--- src/rtl/pace_pkg.sv ---
package pace_pkg;

  typedef struct packed {
    logic v_pace;
    logic v_sense;
    logic a_pace;
    logic a_refr;
    logic a_sense;
  } pace_ev_t;

  localparam pace_ev_t PACE_EV_NONE = '{default: 1'b0};

endpackage

--- src/rtl/pace_v_timer.sv ---
// Ventricular interval timer: ticks since the last ventricular event.
module pace_v_timer #(
  parameter int CW    = 10,
  parameter int T_LRI = 1000,
  parameter int T_AVD = 150
) (
  input  logic          clk,
  input  logic          rst_n,
  input  logic          tick_i,
  input  logic          v_evt_i,
  output logic [CW-1:0] v_now_o,
  output logic          ap_due_o
);
  localparam logic [CW-1:0] K_AP  = CW'(T_LRI - T_AVD);
  localparam logic [CW-1:0] K_LRI = CW'(T_LRI);

  logic [CW-1:0] v_cnt;

  // elapsed time as seen on the current tick, saturating
  assign v_now_o  = (v_cnt == '1) ? v_cnt : v_cnt + 1'b1;
  assign ap_due_o = (v_now_o == K_AP);

  always_ff @(posedge clk) begin
    if (!rst_n) begin
      v_cnt <= '0;
    end else if (tick_i) begin
      v_cnt <= v_evt_i ? '0 : v_now_o;
    end
  end

  // the scheduler must always close the interval by T_LRI
  assert_interval_bound_R10: assert property (@(posedge clk) disable iff (!rst_n)
    v_cnt <= K_LRI);

endmodule

--- src/rtl/pace_av_timer.sv ---
// AV delay timer with upper-rate hold of the ventricular pace.
module pace_av_timer #(
  parameter int CW    = 10,
  parameter int AW    = 8,
  parameter int T_AVD = 150,
  parameter int T_URI = 400
) (
  input  logic          clk,
  input  logic          rst_n,
  input  logic          tick_i,
  input  logic          a_evt_i,
  input  logic          v_evt_i,
  input  logic [CW-1:0] v_now_i,
  output logic          busy_o,
  output logic          vp_due_o
);
  localparam logic [AW-1:0] K_AVD = AW'(T_AVD);
  localparam logic [CW-1:0] K_URI = CW'(T_URI);

  logic          av_act;
  logic [AW-1:0] av_cnt;
  logic [AW-1:0] av_now;

  assign av_now   = (av_cnt == '1) ? av_cnt : av_cnt + 1'b1;
  assign busy_o   = av_act;
  // expired AV delay is only honoured once the upper-rate bound is met
  assign vp_due_o = av_act && (av_now >= K_AVD) && (v_now_i >= K_URI);

  always_ff @(posedge clk) begin
    if (!rst_n) begin
      av_act <= 1'b0;
      av_cnt <= '0;
    end else if (tick_i) begin
      if (v_evt_i) begin
        av_act <= 1'b0;
        av_cnt <= '0;
      end else if (a_evt_i) begin
        av_act <= 1'b1;
        av_cnt <= '0;
      end else if (av_act) begin
        av_cnt <= av_now;
      end
    end
  end

  // an atrial event may only open a new AV delay, never restart one
  assert_no_restart_R7: assert property (@(posedge clk) disable iff (!rst_n)
    (tick_i && a_evt_i) |-> !av_act);

endmodule

--- src/rtl/pace_atrial_gate.sv ---
// Three-way split of atrial detections against the post-ventricular windows.
module pace_atrial_gate #(
  parameter int CW    = 10,
  parameter int T_ABL = 50,
  parameter int T_ARP = 100
) (
  input  logic          det_i,
  input  logic [CW-1:0] v_now_i,
  input  logic          av_busy_i,
  output logic          sense_o,
  output logic          refr_o
);
  localparam logic [CW-1:0] K_ABL = CW'(T_ABL);
  localparam logic [CW-1:0] K_ARP = CW'(T_ARP);

  logic in_blank;
  logic in_refr;

  always_comb begin
    in_blank = (v_now_i <= K_ABL);
    in_refr  = !in_blank && (v_now_i <= K_ARP);
    refr_o   = det_i && in_refr;
    sense_o  = det_i && !in_blank && !in_refr && !av_busy_i;
  end

endmodule

--- src/rtl/pace_vent_gate.sv ---
// Ventricular refractory filter.
module pace_vent_gate #(
  parameter int CW    = 10,
  parameter int T_VRP = 150
) (
  input  logic          det_i,
  input  logic [CW-1:0] v_now_i,
  output logic          sense_o
);
  localparam logic [CW-1:0] K_VRP = CW'(T_VRP);

  assign sense_o = det_i && (v_now_i > K_VRP);

endmodule

--- src/rtl/pace_core.sv ---
module pace_core
  import pace_pkg::*;
#(
  parameter int T_AVD = 150,
  parameter int T_LRI = 1000,
  parameter int T_ARP = 100,
  parameter int T_VRP = 150,
  parameter int T_URI = 400,
  parameter int T_ABL = 50
) (
  input  logic clk,
  input  logic rst_n,
  input  logic tick_i,
  input  logic atr_det_i,
  input  logic ven_det_i,
  output logic a_sense_o,
  output logic a_refr_o,
  output logic a_pace_o,
  output logic v_sense_o,
  output logic v_pace_o
);
  localparam int CW = $clog2(T_LRI + 2);
  localparam int AW = $clog2(T_AVD + 2);

  logic [CW-1:0] v_now;
  logic          ap_due;
  logic          av_busy;
  logic          vp_due;
  logic          a_sen_raw;
  logic          a_ref_raw;
  logic          v_sen_raw;
  logic          a_evt;
  logic          v_evt;
  pace_ev_t      ev_d;
  pace_ev_t      ev_q;

  pace_v_timer #(.CW(CW), .T_LRI(T_LRI), .T_AVD(T_AVD)) u_vtmr (
    .clk(clk), .rst_n(rst_n), .tick_i(tick_i), .v_evt_i(v_evt),
    .v_now_o(v_now), .ap_due_o(ap_due)
  );

  pace_av_timer #(.CW(CW), .AW(AW), .T_AVD(T_AVD), .T_URI(T_URI)) u_avtmr (
    .clk(clk), .rst_n(rst_n), .tick_i(tick_i), .a_evt_i(a_evt),
    .v_evt_i(v_evt), .v_now_i(v_now), .busy_o(av_busy), .vp_due_o(vp_due)
  );

  pace_atrial_gate #(.CW(CW), .T_ABL(T_ABL), .T_ARP(T_ARP)) u_agate (
    .det_i(atr_det_i), .v_now_i(v_now), .av_busy_i(av_busy),
    .sense_o(a_sen_raw), .refr_o(a_ref_raw)
  );

  pace_vent_gate #(.CW(CW), .T_VRP(T_VRP)) u_vgate (
    .det_i(ven_det_i), .v_now_i(v_now), .sense_o(v_sen_raw)
  );

  // event resolution for the current tick; senses win over paces
  always_comb begin
    ev_d         = PACE_EV_NONE;
    ev_d.a_sense = tick_i && a_sen_raw;
    ev_d.a_refr  = tick_i && a_ref_raw;
    ev_d.v_sense = tick_i && v_sen_raw;
    ev_d.v_pace  = tick_i && vp_due && !ev_d.v_sense;
    ev_d.a_pace  = tick_i && ap_due && !av_busy && !ev_d.a_sense
                   && !ev_d.v_sense && !ev_d.v_pace;
  end

  assign v_evt = ev_d.v_sense || ev_d.v_pace;
  assign a_evt = ev_d.a_sense || ev_d.a_pace;

  always_ff @(posedge clk) begin
    if (!rst_n) ev_q <= PACE_EV_NONE;
    else        ev_q <= ev_d;
  end

  assign a_sense_o = ev_q.a_sense;
  assign a_refr_o  = ev_q.a_refr;
  assign a_pace_o  = ev_q.a_pace;
  assign v_sense_o = ev_q.v_sense;
  assign v_pace_o  = ev_q.v_pace;

  // ---------------------------------------------------------------
  // Assertions: independent tick count since the last ventricular output
  logic [CW:0] chk_gap;
  always_ff @(posedge clk) begin
    if (!rst_n)                    chk_gap <= '0;
    else if (v_sense_o || v_pace_o) chk_gap <= tick_i ? (CW+1)'(1) : '0;
    else if (tick_i && chk_gap != '1) chk_gap <= chk_gap + 1'b1;
  end

  assert_pace_spacing_R4: assert property (@(posedge clk) disable iff (!rst_n)
    v_pace_o |-> (chk_gap >= (CW+1)'(T_URI)));

  assert_lower_rate_R10: assert property (@(posedge clk) disable iff (!rst_n)
    chk_gap <= (CW+1)'(T_LRI));

  assert_vent_refractory_R6: assert property (@(posedge clk) disable iff (!rst_n)
    v_sense_o |-> (chk_gap > (CW+1)'(T_VRP)));

  assert_atrial_windows_R5: assert property (@(posedge clk) disable iff (!rst_n)
    (a_sense_o |-> (chk_gap > (CW+1)'(T_ARP))) and
    (a_refr_o |-> (chk_gap > (CW+1)'(T_ABL))));

  assert_atrial_exclusive_R8: assert property (@(posedge clk) disable iff (!rst_n)
    $onehot0({a_sense_o, a_refr_o, a_pace_o}));

  assert_vent_exclusive_R8: assert property (@(posedge clk) disable iff (!rst_n)
    $onehot0({v_sense_o, v_pace_o}));

  assert_tick_only_R9: assert property (@(posedge clk) disable iff (!rst_n)
    (a_sense_o || a_refr_o || a_pace_o || v_sense_o || v_pace_o) |-> $past(tick_i));

endmodule

--- config.mk ---
export PLATFORM = sky130hd
export DESIGN_NAME = pace_core
export DESIGN_NICKNAME = d
export VERILOG_FILES = /design/src/rtl/pace_pkg.sv /design/src/rtl/pace_v_timer.sv /design/src/rtl/pace_av_timer.sv /design/src/rtl/pace_atrial_gate.sv /design/src/rtl/pace_vent_gate.sv /design/src/rtl/pace_core.sv
export SDC_FILE = /design/constraint.sdc
export NUM_CORES = 1
export LEC_CHECK = 0
export ABC_CLOCK_PERIOD_IN_PS = 3000
export BUFFER_PORTS_ARGS = -buffer_cell sky130_fd_sc_hd__clkbuf_2
export CORE_MARGIN = 2
export CORE_UTILIZATION = 54
export DETAILED_ROUTE_END_ITERATION = 16
export HOLD_SLACK_MARGIN = 0.03
export PLACE_DENSITY = 0.75
export SYNTH_ARGS = -nofsm -noshare
export SYNTH_HDL_FRONTEND = slang
export SYNTH_HIERARCHICAL = 1
export SYNTH_SLANG_ARGS = --single-unit
--- constraint.sdc ---
create_clock -name clk -period 3 [get_ports clk]
set_input_delay 0.15 -clock clk [delete_from_list [all_inputs] [get_ports clk]]
set_output_delay 0.15 -clock clk [all_outputs]
set_load 0.03 [all_outputs]
* Word level (Yosys, flattened, before mapping)
Cells that the tools add are included.
** Cells by class
- Mux-type cells :: 8
- Reduce and logical (&&, ||, !) cells :: 30
- Equality and inequality tests :: 3
- Magnitude comparators :: 5
- Add/sub/neg operators :: 2
** Operator list (count)
- $mux 8 :: 4
- $eq 10x10->1 const B :: 2
- $mux 10 :: 2
- $logic_and 1x1->1 :: 18
- $add 10x1->10 const B :: 1
- $ge 10x9->1 const B :: 1
- $gt 10x8->1 const B :: 1
- $le 10x6->1 const B :: 1
- $le 10x7->1 const B :: 1
- $add 8x1->8 const B :: 1
- $eq 8x8->1 const B :: 1
- $ge 8x8->1 const B :: 1
- $logic_not 1->1 :: 6
- $reduce_and 2->1 :: 2
- $reduce_bool 3->1 :: 1
- $logic_or 1x1->1 :: 2
- $mux 1 :: 2
- $reduce_bool 2->1 :: 1
** Storage, ports and cells
- Flip-flop bits (word level) :: 24
- Output and inout bits :: 5
- Word-level logic and storage cells :: 56
- Input port bits :: 5

* Longest topological paths before layout
- Depth after elaboration :: 16
- Gate-level depth with buffers :: 16
- Depth with buffers taken out :: 13

* Hierarchy
Netlist, hierarchy kept.
** By module, submodules not included
- pace_v_timer :: area an instance 834.6 um2, instances 1, cells each 103, sequential area each 200.2 um2
- pace_av_timer :: area an instance 656.9 um2, instances 1, cells each 82, sequential area each 180.2 um2
- pace_core :: area an instance 168.9 um2, instances 1, cells each 13, sequential area each 100.1 um2
- pace_atrial_gate :: area an instance 78.8 um2, instances 1, cells each 12, sequential area each 0.0 um2
- pace_vent_gate :: area an instance 35.0 um2, instances 1, cells each 4, sequential area each 0.0 um2

* Least setup slack after synthesis
OpenSTA, ideal clock, no wires.
- Path type :: register -> register
- Start :: register u_vtmr.v_cnt[0]
- End :: register u_avtmr.av_cnt[7]
- Data required time :: 2.881 ns
- Stages on the path, launching flop included :: 16
- Path slack :: -0.177 ns
- Clock period less this slack :: 3.177 ns
- Library setup time :: 0.119 ns
- Path buffers :: 3
- Data arrival time :: 3.058 ns
- Path through :: dfxtp_1 ha_1 buf_4 and3_1 buf_2 a21o_1 and2_1 o311a_1 o21ai_0 a211oi_1 nor4b_2 o21a_1 nand4bb_1 buf_2 nor3_1 o221a_2
** Between the ends
- Elaborated cells on any way between the ends :: 34
- Classes of those cells :: add/sub (1); order compare (4); eq/ne (2); mux (3); reduce/logical (24)
** RTL lines
- start: declaration :: RTL line pace_v_timer.sv:17 : logic [CW-1:0] v_cnt;
- start signal: assignment :: RTL line pace_v_timer.sv:27 : v_cnt <= v_evt_i ? '0 : v_now_o;
- $add 10x1->10 or $eq 10x10->1 (tied branches) :: RTL line pace_v_timer.sv:20 : assign v_now_o = (v_cnt == '1) ? v_cnt : v_cnt + 1'b1;
- $mux 10 * :: RTL line pace_v_timer.sv:20
- named net v_now[6] :: RTL line pace_core.sv:25 : logic [CW-1:0] v_now;
- $ge 10x9->1 * :: RTL line pace_av_timer.sv:27 : assign vp_due_o = av_act && (av_now >= K_AVD) && (v_now_i >= K_URI);
- $logic_and 1x1->1 * :: RTL line pace_av_timer.sv:27
- named net vp_due :: RTL line pace_core.sv:28 : logic vp_due;
- $logic_and 1x1->1 * (2 in a row) :: RTL line pace_core.sv:62 : ev_d.v_pace = tick_i && vp_due && !ev_d.v_sense;
- $logic_not 1->1 * :: RTL line pace_core.sv:64 : && !ev_d.v_sense && !ev_d.v_pace;
- $logic_and 1x1->1 * :: RTL line pace_core.sv:64
- $logic_or 1x1->1 * :: RTL line pace_core.sv:68 : assign a_evt = ev_d.a_sense || ev_d.a_pace;
- named net a_evt :: RTL line pace_core.sv:32 : logic a_evt;
- $reduce_bool 3->1 (no line) or $mux 8 (tied branches)
- $reduce_and 2->1 (no line) or $mux 8 (tied branches)
- end signal: assignment :: RTL line pace_av_timer.sv:41 : av_cnt <= av_now;
- end: declaration :: RTL line pace_av_timer.sv:21 : logic [AW-1:0] av_cnt;
The timed path passes the listed nets; every way through them passes the cells marked *.
A chain may end at the register's enable or synchronous reset.

* Worst setup path after layout
- Start :: register u_vtmr.v_cnt[1]
- End :: register u_avtmr.av_cnt[5]
Same word-level chain as after synthesis.

==> results <==
- The floorplan step set the die width to 61.32 µm.
- At the later pin of the worst-skew pair, clock insertion delay measures 0.32 ns.
- The biggest area contributor in the post-synthesis netlist is dfxtp_1.
- Wire segments on met2 add up to 2920 µm in the final route.
- The signal on the critical path passes through ha_4 > and3_4 > nand4_1 > and2_4 > o311a_1 > o21ai_1 > a211oi_2 > nor4b_4 > o21a_1 > buf_6 > nor3_2 > buf_4 > o31a_1 > o221a_1.
- The final-report setup violation count is 0.
- The top cell types in the final layout, fill and taps aside, are 36 x buf_4, 18 x dfxtp_1, 18 x nand2_1.
- The destination of the worst register-to-register timing path is u_avtmr/av_cnt[5].
- Counting flops with an async set or reset pin after synthesis yields a share of 0%.
- The post-route clock period utilization is 98.22%.
- The total global-route track usage is 27.81%.
- For this block, the initial DRC count from the detailed router was 245.
- The post-synth net total is 221.
- The path depth of the worst reg2reg path is 14.
- For this block, wires on met1 add up to 2152 µm.
- The leading register cell type out of synthesis is dfxtp_1.
- Using the TritonRoute via totals, the vias-per-cell ratio works out to 6.559.
- The worst setup margin is 0.05352 ns.
- The class of the most critical hold timing path is input pin to flop.
- TritonCTS built the clock tree.
- The endpoint type of the worst setup path is a flop.
- The hold buffer count at cts is 0.
- The cell sitting at the root of the clock tree is a clkbuf_4.
- Detailed placement finished with a half-perimeter wire length of 3719 µm.
- The measured slew at the worst slew-check pin is 0.5679 ns.
- The initial antenna violation count was 0.
- The first global-routing pass estimated 7941 µm of wire.
- In the final timing run, aggregate negative setup slack is 0 ns.
- The count of final hold-check violations is 0.
- The endpoint of the worst hold path is a_refr_o.
- The max-capacitance violation count is 0.
- The floorplan die height is 61.32 µm.
- The run finished with clean final reports.
- Summed over all layers, the routed wires come to 5565 µm.
- The total count of max-transition violations in the final report came to 0.
- The final route contains 1,961 vias.
- The total number of placement rows is 20.
- The die covers 3760 µm².
- The hold path startpoint is atr_det_i.
- The relative area change from synthesis to final layout is 30.68%.
- For this run, the register share of the synthesized area comes to 27.08%.
- The post-synthesis sequential element count is 24.
- In the detailed route, the total length drawn on met3 is 361 µm.
- The pin count of the biggest net entering global routing is 23.
- Ranked by total cell area, the synthesized netlist is headed by dfxtp_1 27%, nand2_1 3.8%, nor2_1 3.6%.
- TritonCTS created 3 clock buffers.
- The total global routing overflow is 0.
- In the final design database the tool counted 263 nets.
- The type of the worst setup path is flop to flop.
- The mapped netlist covers 1774 µm².
- In the final routed layout, each cell accounts on average for 18.61 µm.
- The core region is 3078 µm².
- A synthesized cell averages 8.291 µm².
- Counting every sink on the clock net gives 24.
- The most frequent standard cell in the layout excluding fill and tap cells is buf_4.
- Clock-pin slew was measured on the worst setup and hold paths at 0.13 ns.
- The final antenna diode count is 0.
- The total DRC errors in the routed layout is 0.
- The detailed-router iteration count before antenna repair is 5.
- The placer's final routability congestion estimate is 0.9231.
- On the worst path, the slowest cell contributes a delay of 0.39 ns.
- The synthesized design contains 0 enable-type register cells.
- The overall power consumption is 0.5324 mW.
- The nature of the critical path startpoint is a flop.
- In the final layout, the share of cells above drive strength 1 is 40.39%.
- The area share of the largest cell type after synthesis is 27.08%.
- Among all stages on the critical path, the largest delay is contributed by dfxtp_2.
- In this run the count of I/O pins placed on the die edge is 10.
- The peak fanout along the critical path is 7.
- The number of distinct library cell variants in the gate-level netlist after synthesis is 66.
- The via count of the first global-routing pass is 1,757.
- The normalized max-slew margin is 62.14%.
- Derived from the worst setup path, the maximum achievable clock frequency is 339.4 MHz.
- The CTS H-tree depth is 1.
- The power per cell area is 229.6 nW/µm².
- Once detail routing completed, the nets flagged for antenna violations numbered 0.
- The number of input and output port buffers inserted is 9.
- The cell count after synthesis came out at 214.
- The longest clock path from root to sink contains 2 buffers.
- The startpoint of the worst register-to-register path is u_vtmr/v_cnt[1].
- The minimum setup slack after placement is -0.1012 ns.
- The final setup skew is 0.004493 ns.
- The static leakage power is 0.8985 nW.
- The count of synthesis-stage warnings from yosys is 6.
- The detailed router used layers up to and including met4.
- STA puts the critical path data arrival time at 3.17 ns.
- Across the VDD grid, the largest voltage drop is 268.3 µV.
- The setup slack of the most critical reg-to-reg path is 0.05 ns.
- Along the worst hold path, the cell count comes to 4.
- The data required time of the worst path is 3.23 ns.
- The initial cell density of the core is 57.64%.
- The clock period minus final worst setup slack is 2.946 ns.
[per-stage QoR]
stage	utilization [%]	std cells	cell area, µm²	hold slack, ns
after floorplan	-	214	1817	0.2841
after global placement	68.29	291	2102	0.5002
after detailed placement	68.29	291	2102	0.5122
after CTS	69.55	295	2141	0.1977
after global routing	75.33	299	2318	0.2123
final	75.33	299	2318	0.2071
[flip-flops by register name, indices dropped and copies added (netlist names)]
name            cells
a_pace_o            1
a_refr_o            1
a_sense_o           1
u_avtmr/av_cnt      8
u_avtmr/busy_o      1
u_vtmr/v_cnt       10
v_pace_o            1
v_sense_o           1
[cells by family (layout without fill, tap and decap cells)]
family                     after synthesis  after routing  share of synthesized area (%)
and+or+nand+nor                         92             92                          31.59
AOI/OAI and AO/OA                       71             71                          30.75
buffers and inverters                   19             60                          5.571
muxes                                    4              4                          2.609
DFF                                     24             24                          27.08
adders and majority gates                2              2                          1.410
xor gates and xnor gates                 2              2                         0.9875
[worst max-delay path: cells and delay by family, from the launching register on]
family | cells | cell delay, ns
compound gates | 6 | 1.13
flops | 1 | 0.39
buf+inv | 2 | 0.28
fa+ha+maj | 1 | 0.15
simple gates | 5 | 0.92
[cell type report]
cell class / count / area [µm²]
Tap cell: 44 / 55.05
Multi-Input combinational cell: 171 / 1355
Fill cell: 213 / 759.5
Clock buffer: 4 / 26.28
Inverter: 7 / 26.28
Timing Repair Buffer: 49 / 360.3
Sequential cell: 24 / 495.5
[layer usage]
layer  vias to the layer above  global-route usage [%]
met3                        20                   3.361
met2                       102                   51.37
met1                       939                   32.61
met5                         -                       0
li1                        900                       -
met4                         0                   10.25
[synthesized netlist by cell type, types with 4 or more instances]
cell type,number
nand2_1,18
nand2b_1,4
a21oi_1,10
inv_1,7
a31oi_1,4
or3_1,4
buf_2,7
and3_1,8
o21ai_0,10
dfxtp_1,24
nor3_1,6
nand3_1,7
nor2_1,17
[what timing repair did]
| item | in CTS | in global routing |
|---|---|---|
| setup buffers | 0 | 5 |
| pin swaps | 0 | 15 |
| resized for setup | 5 | 36 |
| endpoints found under the setup margin | 7 | 12 |
[how the worst max path moves through the flow]
stage                         start                 to  slack, ns
finish              u_vtmr/v_cnt[1]  u_avtmr/av_cnt[5]       0.05
global route        u_vtmr/v_cnt[1]  u_avtmr/av_cnt[7]      -0.06
CTS                 u_vtmr/v_cnt[0]  u_avtmr/av_cnt[5]      -0.03
detailed placement  u_vtmr/v_cnt[2]  u_avtmr/av_cnt[3]      -0.10
global placement    u_vtmr/v_cnt[2]  u_avtmr/av_cnt[0]       0.03
floorplan           u_vtmr/v_cnt[0]  u_avtmr/av_cnt[7]       0.01
[power breakdown]
part,switching [mW],internal [mW]
Sequential,0.00308,0.320
Combinational,0.0309,0.0240
Clock,0.103,0.0521
Total,0.137,0.396
No activity file was read; power rests on OpenSTA's default activity.
